File: src/rtl/npg_pkg.sv
package npg_pkg;

   localparam int DEF_ERR_W  = 6;
   localparam int DEF_GAIN_W = 12;
   localparam int DEF_N_LIM  = 4;
   localparam int DEF_OUT_W  = 16;
   localparam int DEF_DROP_W = 1;

   // width of a region index that can address n_lim+1 regions
   function automatic int sel_w(input int n_lim);
      return (n_lim < 1) ? 1 : $clog2(n_lim + 1);
   endfunction

endpackage

File: src/rtl/npg_region_sel.sv
module npg_region_sel #(
   parameter int ERR_W = npg_pkg::DEF_ERR_W,
   parameter int N_LIM = npg_pkg::DEF_N_LIM,
   localparam int SEL_W = npg_pkg::sel_w(N_LIM)
) (
   input  logic signed [ERR_W-1:0]       err_i,
   input  logic        [N_LIM*ERR_W-1:0] lim_i,
   output logic        [SEL_W-1:0]       sel_o
);

   logic [N_LIM-1:0] at_or_above;

   for (genvar k = 0; k < N_LIM; k++) begin : g_cmp
      assign at_or_above[k] = (err_i >= $signed(lim_i[k*ERR_W +: ERR_W]));
   end

   // highest-index true comparison wins
   always_comb begin
      sel_o = '0;
      for (int k = 0; k < N_LIM; k++) begin
         if (at_or_above[k]) sel_o = SEL_W'(k + 1);
      end
   end

endmodule

File: src/rtl/npg_gain_pick.sv
module npg_gain_pick #(
   parameter int GAIN_W = npg_pkg::DEF_GAIN_W,
   parameter int N_LIM  = npg_pkg::DEF_N_LIM,
   localparam int N_REG = N_LIM + 1,
   localparam int SEL_W = npg_pkg::sel_w(N_LIM)
) (
   input  logic [SEL_W-1:0]        sel_i,
   input  logic [N_REG*GAIN_W-1:0] gains_i,
   output logic [GAIN_W-1:0]       gain_o
);

   always_comb begin
      gain_o = '0;
      for (int k = 0; k < N_REG; k++) begin
         if (sel_i == SEL_W'(k)) gain_o = gains_i[k*GAIN_W +: GAIN_W];
      end
   end

endmodule

File: src/rtl/npg_scale_sat.sv
module npg_scale_sat #(
   parameter int ERR_W  = npg_pkg::DEF_ERR_W,
   parameter int GAIN_W = npg_pkg::DEF_GAIN_W,
   parameter int OUT_W  = npg_pkg::DEF_OUT_W,
   parameter int DROP_W = npg_pkg::DEF_DROP_W
) (
   input  logic signed [ERR_W-1:0]  err_i,
   input  logic        [GAIN_W-1:0] gain_i,
   output logic signed [OUT_W-1:0]  val_o
);

   localparam int PROD_W = ERR_W + GAIN_W + 1;
   localparam int SUM_W  = PROD_W + 1;

   logic signed [PROD_W-1:0] err_x;
   logic signed [PROD_W-1:0] gain_x;
   logic signed [PROD_W-1:0] prod;
   logic signed [SUM_W-1:0]  scaled;

   assign err_x  = {{(GAIN_W+1){err_i[ERR_W-1]}}, err_i};
   assign gain_x = {{(ERR_W+1){1'b0}}, gain_i};
   assign prod   = err_x * gain_x;

   if (DROP_W > 0) begin : g_round
      localparam logic signed [SUM_W-1:0] HALF = SUM_W'(1) <<< (DROP_W - 1);
      logic signed [SUM_W-1:0] biased;
      assign biased = {prod[PROD_W-1], prod} + HALF;
      assign scaled = biased >>> DROP_W;
   end else begin : g_exact
      assign scaled = {prod[PROD_W-1], prod};
   end

   if (SUM_W > OUT_W) begin : g_clamp
      localparam logic signed [SUM_W-1:0] MAXV = SUM_W'((64'sd1 <<< (OUT_W - 1)) - 64'sd1);
      localparam logic signed [SUM_W-1:0] MINV = ~MAXV;
      always_comb begin
         if (scaled > MAXV)      val_o = MAXV[OUT_W-1:0];
         else if (scaled < MINV) val_o = MINV[OUT_W-1:0];
         else                    val_o = scaled[OUT_W-1:0];
      end
   end else begin : g_widen
      assign val_o = OUT_W'(scaled);
   end

endmodule

File: src/rtl/nlgain_stage.sv
module nlgain_stage #(
   parameter int ERR_W  = npg_pkg::DEF_ERR_W,
   parameter int GAIN_W = npg_pkg::DEF_GAIN_W,
   parameter int N_LIM  = npg_pkg::DEF_N_LIM,
   parameter int OUT_W  = npg_pkg::DEF_OUT_W,
   parameter int DROP_W = npg_pkg::DEF_DROP_W
) (
   input  logic                          clk,
   input  logic                          rst_n,
   input  logic                          in_valid,
   input  logic [ERR_W-1:0]              in_err,
   input  logic [N_LIM*ERR_W-1:0]        lim_cfg,
   input  logic [(N_LIM+1)*GAIN_W-1:0]   gain_cfg,
   output logic                          out_valid,
   output logic [OUT_W-1:0]              out_data
);

   localparam int SEL_W  = npg_pkg::sel_w(N_LIM);
   localparam int PROD_W = ERR_W + GAIN_W + 1;

   if (ERR_W < 2)                      begin : g_bad_err  $error("ERR_W must be at least 2");        end
   if (GAIN_W < 1)                     begin : g_bad_gain $error("GAIN_W must be at least 1");       end
   if (N_LIM < 1)                      begin : g_bad_lim  $error("N_LIM must be at least 1");        end
   if (OUT_W < 2 || OUT_W > 31)        begin : g_bad_out  $error("OUT_W must lie in 2..31");         end
   if (DROP_W < 0 || DROP_W >= PROD_W) begin : g_bad_drop $error("DROP_W out of range");             end

   logic [SEL_W-1:0]        region;
   logic [GAIN_W-1:0]       gain_sel;
   logic signed [OUT_W-1:0] result;

   npg_region_sel #(.ERR_W(ERR_W), .N_LIM(N_LIM)) u_sel (
      .err_i (in_err),
      .lim_i (lim_cfg),
      .sel_o (region)
   );

   npg_gain_pick #(.GAIN_W(GAIN_W), .N_LIM(N_LIM)) u_pick (
      .sel_i   (region),
      .gains_i (gain_cfg),
      .gain_o  (gain_sel)
   );

   npg_scale_sat #(.ERR_W(ERR_W), .GAIN_W(GAIN_W), .OUT_W(OUT_W), .DROP_W(DROP_W)) u_scale (
      .err_i  (in_err),
      .gain_i (gain_sel),
      .val_o  (result)
   );

   always_ff @(posedge clk or negedge rst_n) begin
      if (!rst_n) begin
         out_valid <= 1'b0;
         out_data  <= '0;
      end else begin
         out_valid <= in_valid;
         if (in_valid) out_data <= result;
      end
   end

endmodule

File: config.mk
export PLATFORM = sky130hd
export DESIGN_NAME = nlgain_stage
export DESIGN_NICKNAME = d
export VERILOG_FILES = /design/src/rtl/npg_pkg.sv /design/src/rtl/npg_region_sel.sv /design/src/rtl/npg_gain_pick.sv /design/src/rtl/npg_scale_sat.sv /design/src/rtl/nlgain_stage.sv
export SDC_FILE = /design/constraint.sdc
export NUM_CORES = 1
export LEC_CHECK = 0
export BUFFER_PORTS_ARGS = -buffer_cell sky130_fd_sc_hd__buf_2
export CAP_MARGIN = 10
export CORE_ASPECT_RATIO = 2
export CORE_MARGIN = 5
export CORE_UTILIZATION = 55
export CTS_CLUSTER_SIZE = 10
export DETAILED_ROUTE_END_ITERATION = 8
export HOLD_SLACK_MARGIN = 0.05
export PLACE_DENSITY = 0.81
export SYNTH_ARGS = -nofsm -noshare
export SYNTH_HDL_FRONTEND = slang
export SYNTH_HIERARCHICAL = 1
export SYNTH_SLANG_ARGS = --single-unit
File: constraint.sdc
create_clock -name clk -period 2.2 [get_ports clk]
set_input_delay 0.22 -clock clk [delete_from_list [all_inputs] [get_ports clk]]
set_output_delay 0.22 -clock clk [all_outputs]
set_load 0.005 [all_outputs]
==> summary.txt <==
Status = finished, violations left
Failing checks = negative setup slack
GRT Overall Usage = 26.95%
CTS sink count = 17
Routability cong. = 0.9194
Synth warn = 6
Max Root-Sink Buffers = 2
Worst Tran Pin Value = 0.5130 ns
Yosys cell types = 64
Min-Delay Path Depth = 1
Req. time, crit path = 2.32 ns
Boundary pin count = 110
Worst-Skew Late Latency = 0.24 ns
RSZ-0062 raised after global routing = true
Drt total wl = 15430 um
Root Driver = clkbuf_16
Slew HR = 65.80%
H-tree levels = 1
Drt via density = 5.956
# fillers = 534
#FFs+latches synth = 17
Inst Count DP = 808
Psw = 5.518 mW
Final Non-Filler Cells = 825
Pint = 5.540 mW
Post-synthesis cell area = 4773 um2
Asr flop ratio synth = 100.0%
XOR/XNOR Fraction of Synth Area = 2.202%
DRT iter0 DRCs = 274
First-pass GRT wire length = 22920 um
Initial antenna violation count = 0
Final min period = 6.803 ns
CP Launch Type = input port
Switching Fraction = 49.90%
Slew Limit Fails = 0
Crit-path max FO = 6
Period utilisation layout = 309.2%
DRC viols = 0
Cells taking the most area after synthesis = ha_1 18%, fa_1 17%, dfrtp_1 8.9%
Die Area = 10760 um2
Clock Skew = 0 ns
Top FF cell, synth = dfrtp_1
Post-synthesis sequential area ratio = 8.912%
Post-synth EDFFs = 0
Clock share of power = 3.3%
Gate count of the mapped netlist = 531
# setup viols final = 16
Post-synth top cells = 70 x ha_1, 57 x and2_1, 46 x inv_1, 40 x fa_1, 36 x nand2_1
Clock input transition at the sequential cells of the worst setup and hold paths = 0.05 ns
Die height = 141.8 um
Grt ovf = 0
Vias in the first global route = 5277
CP max stage cell = fa_1
IR Drop Worst-Case VDD = 1.776 mV
Largest net degree at the start of global routing = 23
# Max-Cap Violations = 0
Post-synthesis adder-cell area fraction = 35.12%
HP Class = input port to flip-flop
Mapped Nets = 734
Die W = 75.88 um
Compound-Gate Fraction of Synth Area = 17.46%
Main combinational cell family by area after synthesis = adder cells
P_leak = 3.353 nW
Initial core utilization = 55.58%
CTS Buf Count = 3
DR WL/cell = 18.70 um
Cell taking the most area after synthesis = ha_1
Layout cells sized above 1 = 41.24%
Reg2reg path depth = 1
Area delta synth->final = 39.08%
Total Nets Final = 929
Critical Path Most Common Cell = fa_1
Peak Freq = 0.1470 GHz
Logic gate share of total power = 92.1%
Setup CP Type = input port to flip-flop
Via count = 4914
CTS tree = built
Ant diodes = 0
Top-area cell type share of the netlist area = 18.35%
Mean Syn Cell Area = 8.989 um2
Power per cell area = 1666 nW/um2
DR pass1 iterations = 5
Sequential share of power = 4.6%
Final hold slack = 0.3652 ns
DP HPWL = 11520 um
Final setup margin = -4.603 ns
Antenna-violating nets left = 0
Total core area = 8588 um2
Setup crit end kind = flip-flop
Standard-cell row count = 48
Mux cell area share after synthesis = 9.122%
Port bufs = 109
Synth Area in Simple Gates = 20.71%
Final hold vios = 0
Critical path data arrival time = 6.93 ns
Top-count cell post-synth = ha_1
CP peak stage delay = 0.54 ns
[worst paths after layout]
path,start,to,slack (ns)
setup / recovery,in_err[3],out_data[7]$_DFFE_PN0P_,-4.60
hold / removal,in_valid,out_valid$_DFF_PN0_,0.37
min in group asynchronous,rst_n,out_data[6]$_DFFE_PN0P_,0.42
setup reg to reg,out_data[7]$_DFFE_PN0P_,out_data[7]$_DFFE_PN0P_,1.40
hold reg to reg,out_data[1]$_DFFE_PN0P_,out_data[1]$_DFFE_PN0P_,0.50
max in group asynchronous,rst_n,out_data[3]$_DFFE_PN0P_,1.51
[layout make-up]
| type | instances | area (um2) | share of cell area, % |
|---|---|---|---|
| Clock buffer | 4 | 78.83 | 1.187 |
| Inverter | 46 | 196.4 | 2.959 |
| Multi-Input combinational cell | 450 | 4420 | 66.58 |
| Sequential cell | 17 | 425.4 | 6.408 |
| Tap cell | 100 | 125.1 | 1.885 |
| Timing Repair Buffer | 208 | 1393 | 20.98 |
[critical path, delay by kind of cell]
family	cells	cell delay, ns
AO/OA/AOI/OAI	9	2.02
AND/OR/NAND/NOR	4	0.88
buffers and inverters	4	0.63
adder cells (fa/ha/maj)	6	2.57
multiplexers	2	0.61
[cells by family after synthesis]
kind of cell               Yosys count
and+or+nand+nor                    174
AOI/OAI and AO/OA                  117
adders and majority gates          110
buffers and inverters               64
muxes                               37
DFF                                 17
xor gates and xnor gates            12
[repair_timing]
| action | CTS | global route |
|---|---|---|
| hold buffers | 1 | 0 |
| setup endpoints to repair | 16 | 16 |
| gates resized for setup | 42 | 20 |
| pin swaps | 20 | 31 |
| buffers inserted | 5 | 6 |
| gates cloned | 1 | 0 |
| hold endpoints to repair | 17 | 0 |
[power groups by stage]
stage | clock, mW | sequential [mW] | combinational (mW)
after floorplan | 0 | 0.515 | 5.33
after global routing | 0.388 | 0.529 | 11.0
final | 0.360 | 0.511 | 10.2
after global placement | 0 | 0.502 | 7.99
after CTS | 0.368 | 0.508 | 9.03
after detailed placement | 0 | 0.505 | 8.31
[through the flow]
| stage | setup slack (ns) | power, mW | cell area (um2) | util (%) | setup TNS, ns |
|---|---|---|---|---|---|
| 2_1_floorplan | -4.125 | 5.848 | 4918 | - | -65.40 |
| 3_3_place_gp | -4.794 | 8.495 | 6123 | 71.30 | -75.96 |
| 3_5_place_dp | -4.924 | 8.818 | 6123 | 71.30 | -77.95 |
| 4_1_cts | -4.430 | 9.902 | 6466 | 75.29 | -70.26 |
| 5_1_grt | -4.814 | 11.87 | 6639 | 77.30 | -75.88 |
| 6_report | -4.603 | 11.06 | 6639 | 77.30 | -72.54 |
[cells in the final DEF (no fill, tap or decap), types with 5 or more instances in the layout]
cell	n
buf_2	105
buf_4	89
ha_1	57
and2_1	54
inv_1	42
fa_1	40
nand2_1	33
a21oi_1	25
o21ai_0	24
mux2_4	17
dfrtp_1	17
nor2b_1	16
nor2_1	16
mux2i_1	15
ha_4	13
a21oi_2	10
buf_6	9
nand2b_1	9
nand3b_1	8
o21a_1	7
xnor2_1	7
o21ai_1	6
nand3_1	5
xor2_1	5
[per-layer routing]
metal / wire length [um] / GRT usage (%)
met2: 8613 / 51.85
met1: 4868 / 25.03
met4: 1056 / 16.31
met5: 0 / 0
met3: 892 / 2.695
[flip-flops by register name (all words and copies together) (netlist names)]
register / flops
out_valid: 1
out_data: 16
Note: power is estimated with default switching activity, not from simulation.
